$ cat src/rtl/cpu16_pkg.sv
package cpu16_pkg;

  typedef enum logic [3:0] {
    ST_FETCH,
    ST_DECODE,
    ST_EXEC_R,
    ST_LD_MEM,
    ST_LD_WB,
    ST_ST_MEM,
    ST_BEQ,
    ST_ADDI,
    ST_JUMP,
    ST_HALT
  } state_e;

  typedef enum logic [2:0] {
    ALU_ADD = 3'd0,
    ALU_SUB = 3'd1,
    ALU_AND = 3'd2,
    ALU_OR  = 3'd3,
    ALU_SLT = 3'd4
  } alu_op_e;

  typedef enum logic {
    SA_PC  = 1'b0,
    SA_REG = 1'b1
  } srca_e;

  typedef enum logic [1:0] {
    SB_REG = 2'd0,
    SB_ONE = 2'd1,
    SB_IMM = 2'd2
  } srcb_e;

  localparam logic [2:0] OPC_REG  = 3'd0;
  localparam logic [2:0] OPC_LOAD = 3'd1;
  localparam logic [2:0] OPC_STOR = 3'd2;
  localparam logic [2:0] OPC_BEQ  = 3'd3;
  localparam logic [2:0] OPC_ADDI = 3'd4;
  localparam logic [2:0] OPC_JUMP = 3'd5;
  localparam logic [2:0] OPC_HALT = 3'd7;
  localparam logic [3:0] FN_LAST  = 4'd4;

  typedef struct packed {
    logic    mem_rd;
    logic    mem_wr;
    logic    addr_alu;
    logic    ir_ld;
    logic    pc_ld;
    logic    pc_jump;
    logic    ab_ld;
    logic    mdr_ld;
    logic    rf_we;
    logic    rf_to_rd;
    logic    rf_from_mem;
    srca_e   src_a;
    srcb_e   src_b;
    alu_op_e alu_op;
  } ctrl_t;

endpackage

$ cat src/rtl/cpu16_regfile.sv
module cpu16_regfile #(
  parameter int unsigned WIDTH = 16,
  parameter int unsigned DEPTH = 8,
  localparam int unsigned IDX_W = $clog2(DEPTH)
) (
  input  logic             clk,
  input  logic             rst_n,
  input  logic             we,
  input  logic [IDX_W-1:0] waddr,
  input  logic [WIDTH-1:0] wdata,
  input  logic [IDX_W-1:0] raddr_a,
  input  logic [IDX_W-1:0] raddr_b,
  output logic [WIDTH-1:0] rdata_a,
  output logic [WIDTH-1:0] rdata_b
);

  logic [WIDTH-1:0] regs [DEPTH];

  for (genvar i = 0; i < DEPTH; i++) begin : g_reg
    logic hit;
    assign hit = we && (waddr == IDX_W'(i));
    always_ff @(posedge clk or negedge rst_n) begin
      if (!rst_n) begin
        regs[i] <= '0;
      end else if (hit) begin
        regs[i] <= wdata;
      end
    end
  end

  assign rdata_a = regs[raddr_a];
  assign rdata_b = regs[raddr_b];

endmodule

$ cat src/rtl/cpu16_alu.sv
module cpu16_alu
  import cpu16_pkg::*;
#(
  parameter int unsigned WIDTH = 16
) (
  input  alu_op_e          op,
  input  logic [WIDTH-1:0] a,
  input  logic [WIDTH-1:0] b,
  output logic [WIDTH-1:0] y
);

  always_comb begin
    unique case (op)
      ALU_ADD: y = a + b;
      ALU_SUB: y = a - b;
      ALU_AND: y = a & b;
      ALU_OR:  y = a | b;
      ALU_SLT: y = ($signed(a) < $signed(b)) ? WIDTH'(1) : '0;
      default: y = a + b;
    endcase
  end

endmodule

$ cat src/rtl/cpu16_ctrl.sv
module cpu16_ctrl
  import cpu16_pkg::*;
(
  input  logic       clk,
  input  logic       rst_n,
  input  logic [2:0] opcode,
  input  logic [3:0] funct,
  input  logic       ab_equal,
  output state_e     state_o,
  output ctrl_t      ctl
);

  state_e state_q, state_d;

  always_comb begin
    state_d = state_q;
    unique case (state_q)
      ST_FETCH:  state_d = ST_DECODE;
      ST_DECODE: begin
        unique case (opcode)
          OPC_REG:  state_d = (funct <= FN_LAST) ? ST_EXEC_R : ST_FETCH;
          OPC_LOAD: state_d = ST_LD_MEM;
          OPC_STOR: state_d = ST_ST_MEM;
          OPC_BEQ:  state_d = ST_BEQ;
          OPC_ADDI: state_d = ST_ADDI;
          OPC_JUMP: state_d = ST_JUMP;
          OPC_HALT: state_d = ST_HALT;
          default:  state_d = ST_FETCH;
        endcase
      end
      ST_LD_MEM: state_d = ST_LD_WB;
      ST_HALT:   state_d = ST_HALT;
      default:   state_d = ST_FETCH;
    endcase
  end

  always_ff @(posedge clk or negedge rst_n) begin
    if (!rst_n) begin
      state_q <= ST_FETCH;
    end else begin
      state_q <= state_d;
    end
  end

  always_comb begin
    ctl        = '0;
    ctl.src_a  = SA_REG;
    ctl.src_b  = SB_REG;
    ctl.alu_op = ALU_ADD;
    unique case (state_q)
      ST_FETCH: begin
        ctl.mem_rd = 1'b1;
        ctl.ir_ld  = 1'b1;
        ctl.pc_ld  = 1'b1;
        ctl.src_a  = SA_PC;
        ctl.src_b  = SB_ONE;
      end
      ST_DECODE: ctl.ab_ld = 1'b1;
      ST_EXEC_R: begin
        ctl.rf_we    = 1'b1;
        ctl.rf_to_rd = 1'b1;
        ctl.alu_op   = alu_op_e'(funct[2:0]);
      end
      ST_LD_MEM: begin
        ctl.addr_alu = 1'b1;
        ctl.mem_rd   = 1'b1;
        ctl.mdr_ld   = 1'b1;
        ctl.src_b    = SB_IMM;
      end
      ST_LD_WB: begin
        ctl.rf_we       = 1'b1;
        ctl.rf_from_mem = 1'b1;
      end
      ST_ST_MEM: begin
        ctl.addr_alu = 1'b1;
        ctl.mem_wr   = 1'b1;
        ctl.src_b    = SB_IMM;
      end
      ST_BEQ: begin
        ctl.pc_ld = ab_equal;
        ctl.src_a = SA_PC;
        ctl.src_b = SB_IMM;
      end
      ST_ADDI: begin
        ctl.rf_we = 1'b1;
        ctl.src_b = SB_IMM;
      end
      ST_JUMP: begin
        ctl.pc_ld   = 1'b1;
        ctl.pc_jump = 1'b1;
      end
      default: ;
    endcase
  end

  assign state_o = state_q;

endmodule

$ cat src/rtl/cpu16_core.sv
module cpu16_core
  import cpu16_pkg::*;
#(
  parameter int unsigned XLEN  = 16,
  parameter int unsigned NREGS = 8
) (
  input  logic            clk,
  input  logic            rst_n,
  output logic [XLEN-1:0] mem_addr,
  output logic            mem_rd,
  output logic            mem_wr,
  output logic [XLEN-1:0] mem_wdata,
  input  logic [XLEN-1:0] mem_rdata
);

  localparam int unsigned RIDX_W = $clog2(NREGS);
  localparam int unsigned IMM_W  = 7;
  localparam int unsigned TGT_W  = 13;

  logic   rst_meta_q, rst_sync_q, rst_int_n;
  state_e state_q;
  ctrl_t  ctl;

  logic [XLEN-1:0] pc_q, ir_q, a_q, b_q, mdr_q;
  logic [XLEN-1:0] alu_a, alu_b, alu_y, imm_sx, tgt_zx, pc_d, rf_wdata;
  logic [XLEN-1:0] rf_rdata_a, rf_rdata_b;
  logic [RIDX_W-1:0] rf_waddr;

  always_ff @(posedge clk or negedge rst_n) begin
    if (!rst_n) begin
      rst_meta_q <= 1'b0;
      rst_sync_q <= 1'b0;
    end else begin
      rst_meta_q <= 1'b1;
      rst_sync_q <= rst_meta_q;
    end
  end
  assign rst_int_n = rst_sync_q;

  assign imm_sx = {{(XLEN-IMM_W){ir_q[IMM_W-1]}}, ir_q[IMM_W-1:0]};
  assign tgt_zx = {{(XLEN-TGT_W){1'b0}}, ir_q[TGT_W-1:0]};

  cpu16_ctrl u_ctrl (
    .clk      (clk),
    .rst_n    (rst_int_n),
    .opcode   (ir_q[15:13]),
    .funct    (ir_q[3:0]),
    .ab_equal (a_q == b_q),
    .state_o  (state_q),
    .ctl      (ctl)
  );

  cpu16_regfile #(.WIDTH(XLEN), .DEPTH(NREGS)) u_rf (
    .clk     (clk),
    .rst_n   (rst_int_n),
    .we      (ctl.rf_we),
    .waddr   (rf_waddr),
    .wdata   (rf_wdata),
    .raddr_a (ir_q[10 +: RIDX_W]),
    .raddr_b (ir_q[7 +: RIDX_W]),
    .rdata_a (rf_rdata_a),
    .rdata_b (rf_rdata_b)
  );

  always_comb begin
    alu_a = (ctl.src_a == SA_PC) ? pc_q : a_q;
    unique case (ctl.src_b)
      SB_ONE:  alu_b = XLEN'(1);
      SB_IMM:  alu_b = imm_sx;
      default: alu_b = b_q;
    endcase
  end

  cpu16_alu #(.WIDTH(XLEN)) u_alu (
    .op (ctl.alu_op),
    .a  (alu_a),
    .b  (alu_b),
    .y  (alu_y)
  );

  assign pc_d     = ctl.pc_jump ? tgt_zx : alu_y;
  assign rf_waddr = ctl.rf_to_rd ? ir_q[4 +: RIDX_W] : ir_q[7 +: RIDX_W];
  assign rf_wdata = ctl.rf_from_mem ? mdr_q : alu_y;

  always_ff @(posedge clk or negedge rst_int_n) begin
    if (!rst_int_n) begin
      pc_q  <= '0;
      ir_q  <= '0;
      a_q   <= '0;
      b_q   <= '0;
      mdr_q <= '0;
    end else begin
      if (ctl.pc_ld)  pc_q  <= pc_d;
      if (ctl.ir_ld)  ir_q  <= mem_rdata;
      if (ctl.ab_ld)  a_q   <= rf_rdata_a;
      if (ctl.ab_ld)  b_q   <= rf_rdata_b;
      if (ctl.mdr_ld) mdr_q <= mem_rdata;
    end
  end

  assign mem_addr  = ctl.addr_alu ? alu_y : pc_q;
  assign mem_rd    = ctl.mem_rd;
  assign mem_wr    = ctl.mem_wr;
  assign mem_wdata = b_q;

endmodule

$ cat config.mk
export PLATFORM = sky130hd
export DESIGN_NAME = cpu16_core
export DESIGN_NICKNAME = d
export VERILOG_FILES = /design/src/rtl/cpu16_pkg.sv /design/src/rtl/cpu16_regfile.sv /design/src/rtl/cpu16_alu.sv /design/src/rtl/cpu16_ctrl.sv /design/src/rtl/cpu16_core.sv
export SDC_FILE = /design/constraint.sdc
export NUM_CORES = 1
export LEC_CHECK = 0
export BUFFER_PORTS_ARGS = -buffer_cell sky130_fd_sc_hd__buf_2
export CORE_ASPECT_RATIO = 2
export CORE_MARGIN = 2
export CORE_UTILIZATION = 45
export DETAILED_ROUTE_END_ITERATION = 10
export GPL_ROUTABILITY_DRIVEN = 0
export PLACE_DENSITY = 0.71
export SLEW_MARGIN = 20
export SYNTH_ARGS = -nofsm -noshare
export SYNTH_HDL_FRONTEND = slang
export SYNTH_SLANG_ARGS = --single-unit
$ cat constraint.sdc
create_clock -name clk -period 8.8 [get_ports clk]
set_input_delay 0 -clock clk [delete_from_list [all_inputs] [get_ports clk]]
set_output_delay 0 -clock clk [all_outputs]
set_load 0.02 [all_outputs]
==> flow_metrics.env, run 1 <==
export IMPL_synth_most_common_cell="nand2_1"
export IMPL_cts_sinks=214
export IMPL_synth_ff_type="dfrtp_1"
export IMPL_worst_pin_slew_ns=1.19
export IMPL_yosys_warnings=0
export IMPL_crit_start="u_ctrl.state_o[2]$_DFF_PN0_"
export IMPL_drive_gt1_share_pct=18.1
export IMPL_ant_nets=0
export IMPL_max_slew_margin_pct=20.2
export IMPL_numCtsBuffers=18
export IMPL_finalCriticalPeriod_ns=6.14
export IMPL_die_h_um=251
export IMPL_grt_pass1_vias=11600
export IMPL_hold_buffers=18
export IMPL_areaGrowthSynthToFinish_pct=9.15
export IMPL_cts_buffer_depth=3
export IMPL_synth_async_reset_ratio_pct=100
export IMPL_avgSynthCellArea_um2=9.61
export IMPL_dr_pass1_iters=8
export IMPL_num_rows=90
export IMPL_hpwl_um=32100
export IMPL_grt_ovfl_total=0
export IMPL_setup_viol=0
export IMPL_ys_seq_elements=214
export IMPL_die_w_um=128
export IMPL_ys_seq_area_share_pct=38.9
export IMPL_fin_ws_ns=2.66
export IMPL_worst_setup_path_type="flop to output pin"
export IMPL_antenna_found_initial=0
export IMPL_cts_max_level=1
export IMPL_place_ws_ns=3.33
export IMPL_fin_area_mm2=0.0150
export IMPL_cts_resized_gates=0
export IMPL_clk_latency_ns=0.50
export IMPL_drt_iter0_drc=1048
export IMPL_numPlacedInstances=1780
export IMPL_vias_per_cell=6.39
export IMPL_routed_wl_um=44300
export IMPL_grt_total_usage_pct=27.5
export IMPL_fmaxAchievable_mhz=163
export IMPL_syn_nets=1502
export IMPL_start_kind="flop"
export IMPL_hold_path_depth=4
export IMPL_grt_pass1_wl_um=66800
export IMPL_coreArea_mm2=0.0302
export IMPL_synth_common_cells="nand2_1, dfrtp_1, nor2_1"
export IMPL_synth_top_cell_by_area="dfrtp_1"
export IMPL_placedInstanceArea_mm2=0.0143
export IMPL_required_ns=8.80
export IMPL_io_buffers=51
export IMPL_clock_skew_ns=0.00821
export IMPL_crit_path_max_fanout=21
export IMPL_clk_pin_slew_worst_paths_ns=0.07
export IMPL_drc=0
export IMPL_synthTopCellsByArea="dfrtp_1, mux4_2, nand2_1"
export IMPL_antenna_cells=0
export IMPL_grt_max_degree=81
export IMPL_synth_edf_count=0
export IMPL_finalMaxSlewViolations=0
export IMPL_postCtsSetupBuffers=0
export IMPL_dieArea_mm2=0.0321
export IMPL_synth_cell_types=83
export IMPL_vias=11700
export IMPL_cts_root_buf="clkbuf_16"
export IMPL_synthCells=1432
export IMPL_final_setup_tns_ns=0
export IMPL_cp_end_kind="output pin"
export IMPL_critical_path_arrival_ns=6.14
export IMPL_cts_tree="done"
export IMPL_start_util_pct=45.6
export IMPL_finalNetCount=1521
export IMPL_reg2reg_from="u_ctrl.state_o[2]$_DFF_PN0_"
export IMPL_rsz0062_at_grt="no"
export IMPL_hold_viol=0
export IMPL_pin_count=52
export IMPL_instances_no_fill=1828
export IMPL_rr_endpoint="u_rf.regs[63]$_DFFE_PN0P_"
export IMPL_hp_class="input pin to flop"
export IMPL_syn_area_mm2=0.0138
export IMPL_outcome="finished, final reports clean"
export IMPL_routedWlPerCell_um=24.3
export IMPL_synth_top_area_share_pct=38.9
export IMPL_rr_worst_depth=12
export IMPL_period_share_pct=69.8
export IMPL_drv_cap=0
export IMPL_worstHoldStart="mem_rdata[1]"
export IMPL_min_to="mdr_q[1]$_DFFE_PN0P_"
export IMPL_reg2reg_slack_ns=3.17
## worst max-delay path, stage by stage (launching register included)
cell and delay, ns:
dfrtp_1 0.57, nor2_1 0.24, nand2_1 0.29, ha_1 0.93
o21ai_0 0.27, ha_1 0.38, a211oi_1 0.35, o21a_1 0.39
a2111oi_4 0.14, nor3_1 0.68, o21ai_0 0.20, o2bb2ai_1 0.74
o21ai_0 0.23, buf_2 0.21
## cell families (layout without fill, tap and decap cells)
family | count (synthesis) | in the layout | synth area share (%)
buffers and inverters | 144 | 172 | 4.22
flip-flops | 214 | 214 | 38.9
XOR/XNOR | 20 | 20 | 1.27
AND/OR/NAND/NOR | 507 | 507 | 16.4
AO/OA/AOI/OAI | 339 | 339 | 16.6
adder cells (fa/ha/maj) | 52 | 52 | 4.84
multiplexers | 155 | 155 | 17.7
other | 1 | 1 | 0.0273
## per-stage QoR
stage               util, %  hold WS [ns]
global placement       47.2        -0.208
global route           49.8         0.286
floorplan                 -        -0.296
detailed placement     47.2        -0.207
CTS                    49.7         0.230
finish                 49.8         0.245
## placed cells by master, fill, tap and decap left out, types with 8 or more instances in the layout
master / count
nand2_1: 270
dfrtp_1: 211
nor2_1: 118
o21ai_0: 89
a21oi_1: 73
mux2_2: 71
mux4_2: 64
inv_1: 51
buf_2: 51
ha_1: 50
a31oi_1: 31
mux2i_1: 20
buf_4: 20
clkbuf_16: 19
dlygate4sd3_1: 18
and2_1: 17
nand2b_1: 17
xnor2_1: 15
o221ai_1: 15
o21ai_1: 13
nor2b_1: 12
or3_1: 10
a21o_1: 10
o21a_1: 10
a211oi_1: 10
nand3_1: 9
nor3_1: 9
o22ai_1: 9
o31ai_1: 9
o211ai_1: 8
## final cells by class
| cell class | count | area [um^2] |
|---|---|---|
| Clock buffer | 27 | 546 |
| Clock inverter | 2 | 10.0 |
| Tap cell | 368 | 460 |
| Timing Repair Buffer | 90 | 613 |
| Fill cell | 2700 | 15200 |
| Multi-Input combinational cell | 1074 | 7830 |
| Inverter | 53 | 199 |
| Sequential cell | 214 | 5360 |
## worst max path at each step
stage                    endpoint  slack (ns)
2_1_floorplan  a_q[0]$_DFFE_PN0P_        2.39
3_3_place_gp         mem_addr[15]        3.54
3_5_place_dp         mem_addr[15]        3.33
4_1_cts              mem_addr[15]        2.79
5_1_grt              mem_addr[15]        2.31
6_report             mem_addr[15]        2.66
## state kept, by name, indices dropped and copies added (netlist names), 4 cells and up
name and flops:
a_q 16, ir_q 16, mdr_q 16, mem_wdata 16, pc_q 16, u_ctrl.state_o 4, u_rf.regs 128
## metal layers
metal / part of all wire (%) / global-route usage, % / vias up
met3: 5.6 / 3.09 / 219
li1: - / - / 5155
met2: 52 / 49.1 / 566
met5: 0 / 0 / -
met1: 33 / 28.3 / 5749
met4: 9.7 / 22.4 / 0
Power of run 1 is left out: the tool's default activity adds up to more than one toggle a clock period on the data nets, which glitch-free logic cannot reach.
==> inputs of run 2 (changes only) <==
PLACE_DENSITY = 0.73   (was 0.71)
clock period = 5.4 ns   (was 8.8 ns; I/O delays follow)
==> run 2 against run 1 <==
Global-route usage grew 1.2 points. Sequential share of layout area decreased by 0.21 points. Worst setup slack worse by 2.4 ns. Worst hold slack worse by 0.0085 ns. Design area is 0.63% higher. Non-clock buffer count increased by 6.
==> flow_metrics.env, run 2 (synthesis results as in run 1) <==
export IMPL_hpwl_um=32800
export IMPL_required_ns=5.40
export IMPL_cts_tree="done"
export IMPL_critical_path_arrival_ns=5.17
export IMPL_clk_latency_ns=0.51
export IMPL_rr_worst_depth=14
export IMPL_clk_pin_slew_worst_paths_ns=0.07
export IMPL_pin_count=52
export IMPL_cts_sinks=214
export IMPL_clock_skew_ns=0.00869
export IMPL_final_setup_tns_ns=0
export IMPL_routed_wl_um=45600
export IMPL_drt_iter0_drc=1195
export IMPL_vias=11700
export IMPL_crit_path_max_fanout=16
export IMPL_largest_register="u_rf.regs"
export IMPL_fmaxAchievable_mhz=193
export IMPL_coreArea_mm2=0.0302
export IMPL_start_kind="flop"
export IMPL_outcome="finished, final reports clean"
export IMPL_numCtsBuffers=19
export IMPL_layout_common_cells="nand2_1, dfrtp_1, nor2_1"
export IMPL_hold_path_depth=4
export IMPL_drv_cap=0
export IMPL_grt_max_degree=144
export IMPL_grt_pass1_vias=11800
export IMPL_fillers=2717
export IMPL_final_common_cell="nand2_1"
export IMPL_finalCriticalPeriod_ns=5.17
export IMPL_cts_buffer_depth=3
export IMPL_hp_class="input pin to flop"
export IMPL_num_rows=90
export IMPL_register_area_mm2=0.00536
export IMPL_max_slew_margin_pct=25.7
export IMPL_grtUsageMet3_pct=4.98
export IMPL_worst_setup_path_type="flop to output pin"
export IMPL_routedWlPerCell_um=24.8
export IMPL_multi_input_area_mm2=0.00783
export IMPL_worst_pin_slew_ns=1.11
export IMPL_die_w_um=128
export IMPL_grtUsageMet1_pct=29.2
export IMPL_cts_root_buf="clkbuf_16"
export IMPL_period_share_pct=95.8
export IMPL_use_met2_pct=49.8
export IMPL_grt_pass1_wl_um=69100
export IMPL_rsz0062_at_grt="no"
export IMPL_areaGrowthSynthToFinish_pct=9.84
export IMPL_antenna_cells=0
export IMPL_cp_end_kind="output pin"
export IMPL_vias_per_cell=6.35
export IMPL_setup_viol=0
export IMPL_dr_pass1_iters=7
export IMPL_cts_max_level=1
export IMPL_start_util_pct=45.6
export IMPL_grt_ovfl_total=0
export IMPL_drc=0
export IMPL_finalMaxSlewViolations=0
export IMPL_hold_viol=0
export IMPL_grt_busiest_layer="met2"
export IMPL_timing_hold_ws_ns=0.237
export IMPL_dieArea_mm2=0.0321
export IMPL_die_h_um=251
export IMPL_finalNetCount=1528
export IMPL_drive_gt1_share_pct=18.8
export IMPL_grt_total_usage_pct=28.7
export IMPL_largest_reg_flops=128
export IMPL_io_buffers=51
export IMPL_antenna_found_initial=1
export IMPL_ant_nets=0
==> run 2: what timing repair did <==
action | CTS | global route
endpoints found under the setup margin | 0 | 3
hold buffers | 18 | 0
endpoints found under the hold margin | 34 | 0
resized for setup | 0 | 4
setup buffers | 0 | 1
==> run 2: layout make-up <==
class / count / area share [%]
Multi-Input combinational cell: 1074 / 51.8
Sequential cell: 214 / 35.5
Timing Repair Buffer: 96 / 4.31
Clock buffer: 26 / 3.52
Tap cell: 368 / 3.05
Inverter: 53 / 1.32
Clock inverter: 7 / 0.480
==> run 2: stage by stage <==
| step | instances | setup slack [ns] | util, % | cell area (um^2) |
|---|---|---|---|---|
| floorplan | 1432 | 1.02 | - | 13800 |
| global placement | 1786 | 0.773 | 47.4 | 14300 |
| detailed placement | 1786 | 0.660 | 47.4 | 14300 |
| CTS | 1837 | 0.220 | 50.0 | 15100 |
| global route | 1838 | 0.0422 | 50.1 | 15100 |
| finish | 1838 | 0.225 | 50.1 | 15100 |
==> run 2: layer usage <==
layer | vias up | share of wire (%) | routed length [um]
met4 | 2 | 10 | 4670
li1 | 5174 | - | -
met2 | 586 | 51 | 23100
met1 | 5668 | 32 | 14800
met3 | 239 | 6.6 | 3010
met5 | - | 0.029 | 13
==> run 2: worst max-delay path: stages, from the launching register on <==
cell	delay (ns)
dfrtp_1	0.62
o21ai_0	0.16
a21oi_1	0.21
ha_1	0.29
nand2_1	0.35
nand2_1	0.25
ha_1	0.34
a21oi_1	0.32
nor2b_1	0.09
o21a_1	0.29
nor3_1	0.75
o21ai_0	0.20
o2bb2ai_1	0.17
buf_4	0.18
o21ai_0	0.22
buf_2	0.21
==> run 2: path summary, 6_finish.rpt <==
kind                                        startpoint                         to  slack, ns
min in group asynchronous                        rst_n        rst_int_n$_DFF_PN0_       0.34
setup / recovery           u_ctrl.state_o[1]$_DFF_PN0_               mem_addr[15]       0.23
max in group asynchronous          rst_int_n$_DFF_PN0_        ir_q[7]$_DFFE_PN0P_       3.59
hold / removal                            mem_rdata[4]       mdr_q[4]$_DFFE_PN0P_       0.24
setup reg to reg           u_ctrl.state_o[1]$_DFF_PN0_  u_rf.regs[96]$_DFFE_PN0P_       0.76
hold reg to reg                   rst_meta_q$_DFF_PN0_        rst_int_n$_DFF_PN0_       0.35
Power of run 2 is left out for the same reason.
==> inputs of run 3 (changes only) <==
SETUP_SLACK_MARGIN = 0.4   (was unset)
==> run 3 against run 2 <==
Sequential cell count did not move. Utilization rose by 0.095 points. Die area did not move. Non-clock buffer count rose by 1. Global-route usage barely moved. Design area rose by 0.19%. Sequential share of layout area fell by 0.059 points. Via count rose by 0.34%. Clock-buffer cell count did not move. Register-to-register slack improved by 0.16 ns. Critical path depth did not move. Critical path type unchanged.
==> flow_metrics.env, run 3 (synthesis results as in run 1) <==
export IMPL_grt_pass1_wl_um=69100
export IMPL_clock_skew_ns=0.0103
export IMPL_crit_chain="nor2_1 -> nand2_1 -> ha_1 -> buf_4 -> nand2_1 -> o21ai_0 -> inv_1 -> ha_1 -> or4_1 -> o21a_1 -> a21o_1 -> a221o_1 -> a32oi_1 -> a21oi_1 -> buf_2"
export IMPL_vias_per_cell=6.37
export IMPL_slowest_stage="or4_1"
export IMPL_hold_path_depth=4
export IMPL_max_slew_margin_pct=25.8
export IMPL_finalMaxSlewViolations=0
export IMPL_cts_tree="done"
export IMPL_critical_path_top_delay_family="compound AO/OA/AOI/OAI gates"
export IMPL_final_setup_tns_ns=0
export IMPL_multi_input_area_mm2=0.00785
export IMPL_fillers=2718
export IMPL_period_share_pct=88.7
export IMPL_cts_max_level=1
export IMPL_areaGrowthSynthToFinish_pct=10.0
export IMPL_worst_setup_path_type="flop to output pin"
export IMPL_critical_path_arrival_ns=4.79
export IMPL_die_h_um=251
export IMPL_routedWlPerCell_um=24.9
export IMPL_numCtsBuffers=19
export IMPL_setup_viol=0
export IMPL_required_ns=5.40
export IMPL_finalCriticalPeriod_ns=4.79
export IMPL_grt_ovfl_total=0
export IMPL_drive_gt1_share_pct=19.3
export IMPL_hold_viol=0
export IMPL_start_util_pct=45.6
export IMPL_coreArea_mm2=0.0302
export IMPL_rsz0062_at_grt="yes"
export IMPL_start_kind="flop"
export IMPL_cts_root_buf="clkbuf_16"
export IMPL_path_buf_inv=3
export IMPL_drt_iter0_drc=1197
export IMPL_hp_class="input pin to flop"
export IMPL_drv_cap=0
export IMPL_rr_worst_depth=12
export IMPL_register_area_mm2=0.00537
export IMPL_ant_nets=0
export IMPL_clk_pin_slew_worst_paths_ns=0.07
export IMPL_largest_register="u_rf.regs"
export IMPL_pin_count=52
export IMPL_largest_reg_flops=128
export IMPL_crit_path_max_fanout=14
export IMPL_antenna_found_initial=1
export IMPL_grt_total_usage_pct=28.8
export IMPL_routed_wl_um=45700
export IMPL_cts_buffer_depth=3
export IMPL_reg2reg_from="u_ctrl.state_o[3]$_DFF_PN0_"
export IMPL_reg2reg_slack_ns=0.92
export IMPL_io_buffers=51
export IMPL_min_to="mdr_q[4]$_DFFE_PN0P_"
export IMPL_worstHoldStart="mem_rdata[4]"
export IMPL_layout_common_cells="nand2_1, dfrtp_1, nor2_1"
export IMPL_num_rows=90
export IMPL_worst_pin_slew_ns=1.11
export IMPL_drc=0
export IMPL_outcome="finished, final reports clean"
export IMPL_final_common_cell="nand2_1"
export IMPL_dieArea_mm2=0.0321
export IMPL_hpwl_um=32800
export IMPL_rr_endpoint="u_rf.regs[12]$_DFFE_PN0P_"
export IMPL_die_w_um=128
export IMPL_cts_sinks=214
export IMPL_fmaxAchievable_mhz=209
export IMPL_clk_latency_ns=0.51
export IMPL_cp_end_kind="output pin"
export IMPL_grt_max_degree=144
export IMPL_dr_pass1_iters=9
export IMPL_slowest_delay_ns=0.60
export IMPL_finalNetCount=1529
export IMPL_grt_pass1_vias=11800
export IMPL_vias=11700
export IMPL_antenna_cells=0
-- run 3: changes by cell type in the layout (fill, tap and decap cells not counted), sizes merged --
cell / previous run / this run
buf: 78 / 79
-- run 3: per-stage QoR --
step	worst slack (ns)	instance area (um^2)	cells	utilization [%]	hold slack (ns)
floorplan	1.02	13800	1432	-	-0.296
global placement	0.773	14300	1786	47.4	-0.213
detailed placement	0.660	14300	1786	47.4	-0.208
CTS	0.401	15100	1837	50.0	0.219
global route	0.335	15100	1839	50.2	0.260
finish	0.611	15100	1839	50.2	0.243
-- run 3: tightest hold or removal path: cells and delay by family --
| family | cells | cell delay (ns) |
|---|---|---|
| buffers and inverters | 2 | 0.63 |
| and+or+nand+nor | 2 | 0.08 |
-- run 3: routing by layer --
metal,track usage [%],up-vias,routed length [um]
met5,0,-,13
met4,25.6,2,4810
met3,4.85,241,3190
met2,49.7,612,23100
met1,29.2,5669,14600
li1,-,5185,-
-- run 3: timing repair --
| action | in CTS | in global routing |
|---|---|---|
| cloned | 0 | 0 |
| endpoints found under the hold margin | 34 | 0 |
| endpoints found under the setup margin | 4 | 7 |
| resized for setup | 5 | 7 |
| setup buffers | 0 | 2 |
| hold buffers | 18 | 0 |
| pin swaps | 1 | 2 |
-- run 3: how the worst max path moves through the flow --
stage          slack [ns]                         from                    endpoint  cells past startpoint
4_1_cts              0.40  u_ctrl.state_o[3]$_DFF_PN0_                mem_addr[14]                     18
6_report             0.61  u_ctrl.state_o[3]$_DFF_PN0_                mem_addr[13]                     15
2_1_floorplan        1.02  u_ctrl.state_o[0]$_DFF_PN0_  u_rf.regs[108]$_DFFE_PN0P_                     18
3_3_place_gp         0.77  u_ctrl.state_o[0]$_DFF_PN0_   u_rf.regs[92]$_DFFE_PN0P_                     14
3_5_place_dp         0.66  u_ctrl.state_o[0]$_DFF_PN0_   u_rf.regs[12]$_DFFE_PN0P_                     14
5_1_grt              0.34  u_ctrl.state_o[3]$_DFF_PN0_                mem_addr[12]                     18
-- run 3: layout make-up --
| type | count | area share [%] |
|---|---|---|
| tap | 368 | 3.04 |
| inverter | 53 | 1.31 |
| timing repair buffer | 97 | 4.35 |
| clock buffer | 26 | 3.51 |
| multi-input combinational | 1074 | 51.9 |
| clock inverter | 7 | 0.479 |
| sequential | 214 | 35.4 |
Power of run 3 is left out for the same reason.
